**config.mk**
```make
export PLATFORM = sky130hd
export DESIGN_NAME = cmd_decode_engine
export DESIGN_NICKNAME = d
export VERILOG_FILES = /design/src/rtl/cdec_pkg.sv /design/src/rtl/cdec_wfifo.sv /design/src/rtl/cdec_classify.sv /design/src/rtl/cmd_decode_engine.sv
export SDC_FILE = /design/constraint.sdc
export NUM_CORES = 1
export LEC_CHECK = 0
export BUFFER_PORTS_ARGS = -buffer_cell sky130_fd_sc_hd__buf_2
export CAP_MARGIN = 20
export CORE_ASPECT_RATIO = 0.8
export CORE_MARGIN = 2
export CORE_UTILIZATION = 52
export CTS_BUF_LIST = sky130_fd_sc_hd__clkbuf_16
export DETAILED_ROUTE_END_ITERATION = 12
export GPL_TIMING_DRIVEN = 0
export PLACE_DENSITY = 0.76
export SETUP_SLACK_MARGIN = 0.2
export SYNTH_ARGS = -nofsm -noshare
export SYNTH_HDL_FRONTEND = slang
export SYNTH_HIERARCHICAL = 1
export SYNTH_SLANG_ARGS = --single-unit
```
**constraint.sdc**
```tcl
create_clock -name clk -period 4.93 [get_ports clk]
set_input_delay 0.2465 -clock clk [delete_from_list [all_inputs] [get_ports clk]]
set_output_delay 0.2465 -clock clk [all_outputs]
set_load 0.01 [all_outputs]
```
**src/rtl/cdec_pkg.sv**
```systemverilog
package cdec_pkg;

  typedef enum logic [1:0] {
    ST_IDLE   = 2'd0,
    ST_DECODE = 2'd1,
    ST_WAIT   = 2'd2,
    ST_STALL  = 2'd3
  } pstate_t;

  localparam logic [6:0] C_NOP    = 7'h00;
  localparam logic [6:0] C_CYCLE  = 7'h01;
  localparam logic [6:0] C_OFFSET = 7'h02;
  localparam logic [6:0] C_BASE   = 7'h03;
  localparam logic [6:0] C_ITOP   = 7'h04;
  localparam logic [6:0] C_MODE   = 7'h05;
  localparam logic [6:0] C_PATH   = 7'h06;
  localparam logic [6:0] C_MARK   = 7'h07;
  localparam logic [6:0] C_FLVU   = 7'h10;
  localparam logic [6:0] C_FLALL  = 7'h11;
  localparam logic [6:0] C_FLALT  = 7'h13;
  localparam logic [6:0] C_CALL   = 7'h14;
  localparam logic [6:0] C_CALLF  = 7'h15;
  localparam logic [6:0] C_CONT   = 7'h17;
  localparam logic [6:0] C_LDMASK = 7'h20;
  localparam logic [6:0] C_LDROW  = 7'h30;
  localparam logic [6:0] C_LDCOL  = 7'h31;
  localparam logic [6:0] C_UPLOAD = 7'h4A;
  localparam logic [6:0] C_XFER   = 7'h50;
  localparam logic [6:0] C_XFERHL = 7'h51;

  typedef enum logic [3:0] {
    K_NOP, K_CYCLE, K_OFFSET, K_BASE, K_ITOP, K_MODE, K_PATH, K_MARK,
    K_WAITONLY, K_CALL, K_LDMASK, K_LDROW, K_LDCOL, K_LEN, K_BAD
  } kind_t;

  typedef struct packed {
    kind_t       kind;
    logic [2:0]  n_opnd;
    logic        need_vu;
    logic        need_gfx;
    logic        misplaced;
    logic [16:0] len;
  } cmd_info_t;

endpackage

```
**src/rtl/cdec_wfifo.sv**
```systemverilog
module cdec_wfifo #(
  parameter int DEPTH = 8,
  parameter int W     = 32,
  parameter int PEEK  = 5
) (
  input  logic                     clk,
  input  logic                     rst_n,
  input  logic                     push,
  input  logic [W-1:0]             push_data,
  input  logic [2:0]               pop_n,
  output logic                     not_full,
  output logic [$clog2(DEPTH+1)-1:0] count,
  output logic [PEEK-1:0][W-1:0]   peek
);
  localparam int AW    = $clog2(DEPTH);
  localparam int CNT_W = $clog2(DEPTH+1);

  logic [W-1:0]  mem [DEPTH];
  logic [AW-1:0] wr_ptr, rd_ptr;
  logic          do_push;

  assign not_full = (count < CNT_W'(DEPTH));
  assign do_push  = push && not_full;

  always_ff @(posedge clk) begin
    if (do_push) mem[wr_ptr] <= push_data;
  end

  always_ff @(posedge clk) begin
    if (!rst_n) begin
      wr_ptr <= '0;
      rd_ptr <= '0;
      count  <= '0;
    end else begin
      if (do_push) wr_ptr <= wr_ptr + AW'(1);
      rd_ptr <= rd_ptr + AW'(pop_n);
      count  <= count + CNT_W'(do_push) - CNT_W'(pop_n);
    end
  end

  for (genvar i = 0; i < PEEK; i++) begin : g_peek
    assign peek[i] = mem[rd_ptr + AW'(i)];
  end

endmodule

```
**src/rtl/cdec_classify.sv**
```systemverilog
module cdec_classify
  import cdec_pkg::*;
#(
  parameter int UNIT = 1
) (
  input  logic [30:0] word,
  input  logic [1:0]  pos,
  output cmd_info_t   info
);
  localparam bit FULL_SET = (UNIT == 1);

  logic [6:0]  code;
  logic [7:0]  cnt;
  logic [15:0] imm;

  assign code = word[30:24];
  assign cnt  = word[23:16];
  assign imm  = word[15:0];

  always_comb begin
    info           = '0;
    info.kind      = K_BAD;
    case (code)
      C_NOP:    info.kind = K_NOP;
      C_CYCLE:  info.kind = K_CYCLE;
      C_OFFSET: info.kind = FULL_SET ? K_OFFSET : K_BAD;
      C_BASE:   info.kind = FULL_SET ? K_BASE : K_BAD;
      C_ITOP:   info.kind = K_ITOP;
      C_MODE:   info.kind = K_MODE;
      C_PATH:   info.kind = FULL_SET ? K_PATH : K_BAD;
      C_MARK:   info.kind = K_MARK;
      C_FLVU: begin
        info.kind    = K_WAITONLY;
        info.need_vu = 1'b1;
      end
      C_FLALL, C_FLALT: begin
        info.kind     = FULL_SET ? K_WAITONLY : K_BAD;
        info.need_vu  = 1'b1;
        info.need_gfx = 1'b1;
      end
      C_CALL: begin
        info.kind    = K_CALL;
        info.need_vu = 1'b1;
      end
      C_CALLF: begin
        info.kind     = FULL_SET ? K_CALL : K_BAD;
        info.need_vu  = 1'b1;
        info.need_gfx = 1'b1;
      end
      C_CONT: begin
        info.kind    = K_WAITONLY;
        info.need_vu = 1'b1;
      end
      C_LDMASK: begin
        info.kind   = K_LDMASK;
        info.n_opnd = 3'd1;
      end
      C_LDROW: begin
        info.kind   = K_LDROW;
        info.n_opnd = 3'd4;
      end
      C_LDCOL: begin
        info.kind   = K_LDCOL;
        info.n_opnd = 3'd4;
      end
      C_UPLOAD: begin
        info.kind      = K_LEN;
        info.misplaced = !(pos == 2'd1 || pos == 2'd3);
        info.len       = (cnt == 8'd0) ? 17'd256 : {9'd0, cnt};
      end
      C_XFER, C_XFERHL: begin
        info.kind      = K_LEN;
        info.misplaced = (pos != 2'd3);
        info.len       = (imm == 16'd0) ? 17'd65536 : {1'b0, imm};
      end
      default: info.kind = K_BAD;
    endcase
  end

endmodule

```
**src/rtl/cmd_decode_engine.sv**
```systemverilog
module cmd_decode_engine
  import cdec_pkg::*;
#(
  parameter int UNIT       = 1,
  parameter int FIFO_DEPTH = 8,
  parameter int PTR_W      = 16
) (
  input  logic              clk,
  input  logic              rst_n,
  input  logic              in_valid,
  output logic              in_ready,
  input  logic [31:0]       in_data,
  input  logic              irq_ack,
  input  logic              vu_busy,
  input  logic              gfx_busy,
  output logic [1:0]        pipe_state,
  output logic              irq_pend,
  output logic              err_pulse,
  output logic [PTR_W-1:0]  cmd_ptr,
  output logic [7:0]        cyc_wl,
  output logic [7:0]        cyc_cl,
  output logic [9:0]        ofs_val,
  output logic              dbuf_flag,
  output logic [9:0]        base_val,
  output logic [9:0]        itop_val,
  output logic [1:0]        mode_val,
  output logic [15:0]       mark_val,
  output logic              path3_mask,
  output logic [31:0]       mask_val,
  output logic [127:0]      row_val,
  output logic [127:0]      col_val,
  output logic [16:0]       xfer_len
);
  localparam int CNT_W  = $clog2(FIFO_DEPTH + 1);
  localparam int N_PEEK = 5;

  pstate_t                 state, nstate;
  logic                    redo;
  logic [CNT_W-1:0]        fifo_cnt;
  logic [N_PEEK-1:0][31:0] peek;
  logic [2:0]              pop_n;
  cmd_info_t               info;
  logic [31:0]             head;
  logic [15:0]             imm;
  logic                    intr_eff, words_ok, busy_ok;
  logic                    do_exec, do_err, do_stall;

  cdec_wfifo #(.DEPTH(FIFO_DEPTH), .W(32), .PEEK(N_PEEK)) u_fifo (
    .clk       (clk),
    .rst_n     (rst_n),
    .push      (in_valid),
    .push_data (in_data),
    .pop_n     (pop_n),
    .not_full  (in_ready),
    .count     (fifo_cnt),
    .peek      (peek)
  );

  assign head = peek[0];
  assign imm  = head[15:0];

  cdec_classify #(.UNIT(UNIT)) u_cls (
    .word (head[30:0]),
    .pos  (cmd_ptr[1:0]),
    .info (info)
  );

  assign intr_eff = head[31] && !redo;
  assign words_ok = (fifo_cnt > CNT_W'(info.n_opnd));
  assign busy_ok  = !(info.need_vu && vu_busy) && !(info.need_gfx && gfx_busy);

  always_comb begin
    nstate   = state;
    pop_n    = 3'd0;
    do_exec  = 1'b0;
    do_err   = 1'b0;
    do_stall = 1'b0;
    case (state)
      ST_IDLE: begin
        if (fifo_cnt != '0) nstate = ST_DECODE;
      end
      ST_DECODE, ST_WAIT: begin
        if (intr_eff) begin
          do_stall = 1'b1;
          nstate   = ST_STALL;
        end else if (info.kind == K_BAD || info.misplaced) begin
          do_err = 1'b1;
          pop_n  = 3'd1;
          nstate = ST_IDLE;
        end else if (!words_ok || !busy_ok) begin
          nstate = ST_WAIT;
        end else begin
          do_exec = 1'b1;
          pop_n   = 3'd1 + info.n_opnd;
          nstate  = ST_IDLE;
        end
      end
      ST_STALL: begin
        if (irq_ack) nstate = ST_DECODE;
      end
      default: nstate = ST_IDLE;
    endcase
  end

  // pipeline control and status
  always_ff @(posedge clk) begin
    if (!rst_n) begin
      state     <= ST_IDLE;
      redo      <= 1'b0;
      irq_pend  <= 1'b0;
      err_pulse <= 1'b0;
      cmd_ptr   <= '0;
    end else begin
      state     <= nstate;
      err_pulse <= do_err;
      cmd_ptr   <= cmd_ptr + PTR_W'(pop_n);
      if (do_stall) irq_pend <= 1'b1;
      if (state == ST_STALL && irq_ack) begin
        irq_pend <= 1'b0;
        redo     <= 1'b1;
      end
      if (do_exec || do_err) redo <= 1'b0;
    end
  end

  // configuration registers
  always_ff @(posedge clk) begin
    if (!rst_n) begin
      cyc_wl     <= '0;
      cyc_cl     <= '0;
      ofs_val    <= '0;
      dbuf_flag  <= 1'b0;
      base_val   <= '0;
      itop_val   <= '0;
      mode_val   <= '0;
      mark_val   <= '0;
      path3_mask <= 1'b0;
      mask_val   <= '0;
      row_val    <= '0;
      col_val    <= '0;
      xfer_len   <= '0;
    end else if (do_stall) begin
      if (info.kind == K_MARK) mark_val <= imm;
    end else if (do_exec) begin
      case (info.kind)
        K_CYCLE: begin
          cyc_wl <= imm[15:8];
          cyc_cl <= imm[7:0];
        end
        K_OFFSET: begin
          ofs_val   <= imm[9:0];
          dbuf_flag <= 1'b0;
        end
        K_BASE:   base_val   <= imm[9:0];
        K_ITOP:   itop_val   <= imm[9:0];
        K_MODE:   mode_val   <= imm[1:0];
        K_PATH:   path3_mask <= imm[15];
        K_MARK:   mark_val   <= imm;
        K_CALL:   dbuf_flag  <= ~dbuf_flag;
        K_LDMASK: mask_val   <= peek[1];
        K_LDROW:  row_val    <= {peek[4], peek[3], peek[2], peek[1]};
        K_LDCOL:  col_val    <= {peek[4], peek[3], peek[2], peek[1]};
        K_LEN:    xfer_len   <= info.len;
        default: ;
      endcase
    end
  end

  assign pipe_state = state;

endmodule

```
After elaboration in Yosys (flattened, before gate mapping) --
Memories as Yosys holds them, arrays and structs flattened. A register that Yosys moved wholly into a read port is not among the register bits. Index checks and enable logic that the tools add are counted.
Word-level totals: output and inout bits 392, bits of input ports 38, RAM bits 256, flip-flop bits (word level) 402, memories kept 1, word-level logic and storage cells 155
Memories:
- u_fifo.mem | words 8, bits a word 32, read ports 5, clocked after Yosys merged registers in 1, write ports 1, RTL line cdec_wfifo.sv:18 | logic [W-1:0] mem [DEPTH];
Operators by class: reduce and logical (&&, ||, !) cells 45, magnitude comparators 2, mux-type cells 33, bitwise gates (word level) 3, equality and inequality tests 40, add/sub/neg operators 10
Operator list (count):
- $pmux W4 S14 | 1
- $mux W16 | 3
- $eq A7 B5 Y1 const B | 6
- $pmux W18 S2 | 1
- $reduce_and A3 Y1 | 11
- $eq A7 B3 Y1 const B | 4
- $eq A4 B4 Y1 const B | 6
- $eq A7 B6 Y1 const B | 3
- $eq A7 B7 Y1 const B | 3
- $mux W17 | 1
- $add A16 B3 Y16 | 1
- $eq A4 B3 Y1 const B | 4
- $logic_not A16 Y1 | 1
- $mux W3 | 5
- $eq A7 B2 Y1 const B | 2
- $mux W1 | 13
- $reduce_or A2 Y1 | 6
- $mux W2 | 5
- $mux W9 | 1
- $eq A4 B2 Y1 const B | 2
- $logic_not A8 Y1 | 1
- $eq A7 B1 Y1 const B | 1
- $logic_not A7 Y1 | 1
- $add A3 B1 Y3 const B | 2
- 26 further kinds | 49

Longest topological paths before layout --
depth in word-level cells 14, gate-level depth with buffers 24, depth with buffers taken out 20

Hierarchy --
Netlist, hierarchy kept.
Modules (own cells, without submodules):
- cdec_wfifo | times used 1, cells an instance 871, area an instance 15625.0 sq um
- cmd_decode_engine | times used 1, cells an instance 1703, area an instance 14189.9 sq um
- cdec_classify | times used 1, cells an instance 61, area an instance 426.7 sq um

Least setup slack after synthesis --
No wires, ideal clock.
path kind reg2reg, start register u_fifo/rd_ptr[0] (netlist name), end register u_fifo.count[3], slack -0.421 ns, data arrival time 5.280 ns, cell stages (with the launch flop) 22, buffers on the path 3, setup time 0.070 ns, cells stage by stage dfxtp_1 > buf_6 > clkbuf_1 > mux2_2 > mux2i_1 > mux2i_1 > or3b_4 > nor4b_1 > inv_1 > ha_1 > and4b_4 > or4_1 > buf_2 > nor2_4 > nand2_1 > inv_1 > inv_1 > ha_1 > ha_1 > a21o_1 > a2111oi_0 > o21bai_1
RTL lines:
- end signal: assignment | RTL line cdec_wfifo.sv:37 | count <= count + CNT_W'(do_push) - CNT_W'(pop_n);
- end: declaration | RTL line cdec_wfifo.sv:12 | output logic [$clog2(DEPTH+1)-1:0] count,

==> impl_metrics.py <==
metrics = {
    "synthesis": {
        "synth_area_leaders": "dfxtp_1, edfxtp_1, nand2_1",
        "yosys.area.top_type": "dfxtp_1",
        "synth-edff-count": 256,
        "synth_mux_area_share_pct": 25.2,
        "synth_xor_area_share_pct": 0.629,
        "synth_top_area_share_pct": 26.6,
        "yosys.area_share.simple_pct": 11.3,
        "ys_types": 65,
        "ys.flop_type": "dfxtp_1",
        "synth_top_family_by_area": "multiplexers",
        "synth-async-reset-ratio_pct": 0,
        "syn_area_sq_um": 30200,
        "synth_top_cells_by_count": "nand2_1, dfxtp_1, a21oi_1",
        "synth_fa_ha_area_share_pct": 0.985,
        "synth-compound-area-share_pct": 5.95,
        "avgSynthCellArea_sq_um": 11.5,
        "syn_inst": 2635,
        "yosysWarnings": 6,
        "ys_seq_area_share_pct": 52.0,
        "synth.net_count": 2695,
        "synth-seq-cells": 658,
        "yosysMostFrequentCell": "nand2_1",
    },
    "floorplan": {
        "core_area_sq_um": 57800,
        "die_w_um": 274,
        "pin_count": 430,
        "die_area_sq_um": 60100,
        "row_count": 79,
        "die_h_um": 220,
        "start_util_pct": 52.3,
    },
    "power_and_ir_drop": {
        "p_comb_share_pct": 33.8,
        "p_int_w": 0.0109,
        "power_density_nw_per_um2": 438,
        "p_sw_w": 0.00548,
        "seqPwrFrac_pct": 36.4,
        "leakage_nw": 14.8,
        "netSwitchingFraction_pct": 33.4,
        "ir_drop_mv": 0.295,
        "clkPwrFrac_pct": 29.8,
    },
    "critical_path": {
        "crit_type": "reg -> reg",
        "timing.rr.end": "cmd_ptr[8]$_SDFF_PN0_",
        "cp-start-kind": "flop",
        "cp_slowest_cell": "or4_4",
        "r2r_slack_ps": -0.7,
        "ff2ff_path_depth": 21,
        "cp_max_fo": 6,
        "crit_arrival_ps": 5460,
        "cp.required_ps": 5460,
        "critPathMaxStageDelay_ps": 440,
        "cpLargestDelayFamily": "simple AND/OR/NAND/NOR gates",
        "critPathBufInv": 5,
        "regToRegStartpoint": "u_fifo/rd_ptr[0]$_SDFF_PN0_",
        "crit_chain": "buf_8 -> buf_12 -> buf_12 -> buf_4 -> mux2_4 -> mux2i_4 -> mux2i_4 -> nor4_4 -> nand3b_1 -> nor2_2 -> ha_1 -> and4b_4 -> or4_4 -> buf_8 -> nor2_4 -> nand2_4 -> fa_2 -> nor2b_4 -> o2111ai_4 -> or3_4 -> a21oi_2",
        "critPathCaptureType": "flop",
    },
    "outcome": {
        "outcome": "finished, violations left",
        "violations": "setup timing",
    },
    "placed_design": {
        "dp_slack_ps": -963,
        "dp_hpwl_um": 77800,
        "dpl-instance-area_sq_um": 33900,
        "portBuffers": 429,
        "gp_congestion": 0.916,
    },
    "hold_path": {
        "holdCritStartpoint": "rst_n",
        "worstHoldPathCells": 3,
        "hp-class": "in -> reg",
        "min_to": "u_fifo/count[3]$_SDFF_PN0_",
    },
    "route": {
        "dr.first_iter.drc_count": 2773,
        "wl_per_cell_um": 26.1,
        "drc_errors": 0,
        "first_pass_iters": 6,
        "routed_wl_um": 107000,
        "avgViaCountPerCell": 6.08,
        "antenna_left": 0,
        "vias": 24800,
    },
    "sta": {
        "rsz0062_at_grt": "yes",
        "min_period_ps": 4930,
        "finalSetupViolations": 2,
        "slew_headroom_pct": 18.0,
        "fmax_mhz": 203,
        "slew_viol_final": 0,
        "fin_crit_sh_pct": 100,
        "hold_violations": 0,
        "tightestPinTransition_ps": 1200,
        "fin_ws_ps": -0.694,
        "skew_ps": 24.3,
    },
    "cts": {
        "cts_root_buf": "clkbuf_16",
        "cts_tree": "done",
        "clock_latency_ps": 610,
        "clkSinkCount": 658,
        "htreeDepth": 3,
        "cts_made_buffers": 66,
        "cts_buffer_depth": 3,
        "clkTransAtPathRegs_ps": 60,
    },
    "global_routing": {
        "grtUsageTotal_pct": 34.2,
        "grt_pass1_wl_um": 151000,
        "grt_pass1_vias": 23500,
        "gr-total-overflow": 0,
        "grt_max_degree": 24,
        "antenna_found_initial": 7,
    },
    "finish": {
        "n_fill_cell": 4276,
        "syn2layout_area_growth_pct": 23.9,
        "drive_gt1_share_pct": 32.2,
        "stdcell_area_sq_um": 37500,
        "final_util_pct": 64.8,
        "fin_nets": 3319,
    },
    "job": {
        "drv_cap": 0,
    },
}
## how the worst max path moves through the flow
| stage | start | endpoint | slack, ps | cells after the start |
|---|---|---|---|---|
| floorplan | u_fifo/rd_ptr[0]$_SDFF_PN0_ | u_fifo/count[3]$_SDFF_PN0_ | 210 | 22 |
| global placement | u_fifo/count[3]$_SDFF_PN0_ | u_fifo/mem[0][12]$_DFFE_PP_ | -1560 | 3 |
| detailed placement | u_fifo/rd_ptr[0]$_SDFF_PN0_ | cmd_ptr[15]$_SDFF_PN0_ | -960 | 20 |
| CTS | u_fifo/rd_ptr[0]$_SDFF_PN0_ | u_fifo/count[3]$_SDFF_PN0_ | 70 | 22 |
| global route | u_fifo/rd_ptr[0]$_SDFF_PN0_ | cmd_ptr[13]$_SDFF_PN0_ | -70 | 24 |
| finish | u_fifo/rd_ptr[0]$_SDFF_PN0_ | cmd_ptr[8]$_SDFF_PN0_ | -0.7 | 21 |
## cells in the final DEF (no fill, tap or decap), types with 11 or more instances in the layout
cell and instances:
inv_2 12, buf_4 86, a21oi_1 294, dfxtp_1 400, edfxtp_1 256, buf_12 17, buf_2 442, and3_1 13
buf_6 43, clkbuf_1 71, nor2_1 87, inv_1 37, nand2_1 627, dlygate4sd3_1 34, mux2_4 127, mux2_1 108
clkbuf_16 73, mux2i_1 196, mux4_2 96, clkbuf_2 30, mux2i_4 11, mux2_2 21
## metrics by stage
| step | cells | setup TNS (ps) | total power (W) | hold WS (ps) |
|---|---|---|---|---|
| after floorplan | 2635 | 0 | 0.00913 | 345 |
| after global placement | 3833 | -248380 | 0.0106 | 438 |
| after detailed placement | 3855 | -163800 | 0.0108 | 441 |
| after CTS | 4059 | 0 | 0.0160 | 3.05 |
| after global routing | 4080 | -322 | 0.0168 | 19.4 |
| final | 4081 | -0.856 | 0.0164 | 19.1 |
## power by group through the flow
| stage | logic (W) | registers (W) | clock network, W |
|---|---|---|---|
| floorplan | 0.00307 | 0.00607 | 0 |
| global placement | 0.00456 | 0.00607 | 0 |
| detailed placement | 0.00469 | 0.00607 | 0 |
| CTS | 0.00516 | 0.00596 | 0.00492 |
| global route | 0.00567 | 0.00597 | 0.00513 |
| finish | 0.00554 | 0.00597 | 0.00489 |
## area by class of cell
class                           instances  area [sq um]  share of cell area [%]
Inverter                               25          98.8                   0.264
Antenna cell                            2          5.00                  0.0134
Clock buffer                           71          1780                    4.74
Sequential cell                       658         15700                    42.0
Clock inverter                         48           290                   0.775
Buffer                                183          1280                    3.41
Timing Repair Buffer                  556          3370                    8.99
Tap cell                              769           962                    2.57
Multi-Input combinational cell       1769         14000                    37.2
## cell families after synthesis
kind of cell	after synthesis
AOI/OAI and AO/OA	334
xor gates and xnor gates	20
adders and majority gates	22
buffers and inverters	208
DFF	658
muxes	564
other	1
and+or+nand+nor	828
## sequential cells by signal, summed over array words and instances (netlist names), 3 cells and up
name and flops:
ofs_val 10, mask_val 32, cyc_cl 8, u_fifo/wr_ptr 3, u_fifo/rd_ptr 3, row_val 128, u_fifo/mem 256, col_val 128
base_val 10, cmd_ptr 16, itop_val 10, u_fifo/count 4, xfer_len 17, cyc_wl 8, mark_val 16
## worst min-delay path, delay by kind of cell
kind,cells,cell delay (ps)
AO/OA/AOI/OAI,1,50
buffers and inverters,1,190
AND/OR/NAND/NOR,1,90
## timing repair
item,CTS,global route
pin swaps,17,29
setup buffers,51,19
cloned,0,1
endpoints found under the hold margin,259,0
endpoints found under the setup margin,383,321
resized for setup,94,86
hold buffers,34,0
## per-layer routing
metal	vias to the layer above	share of wire [%]	GRT usage, %
met3	298	12	8.92
met1	12200	37	44.3
met5	-	0.032	0
met4	6	4.8	15.1
met2	1685	46	54.3
li1	10600	-	-
Note: power is estimated with default switching activity, not from simulation.
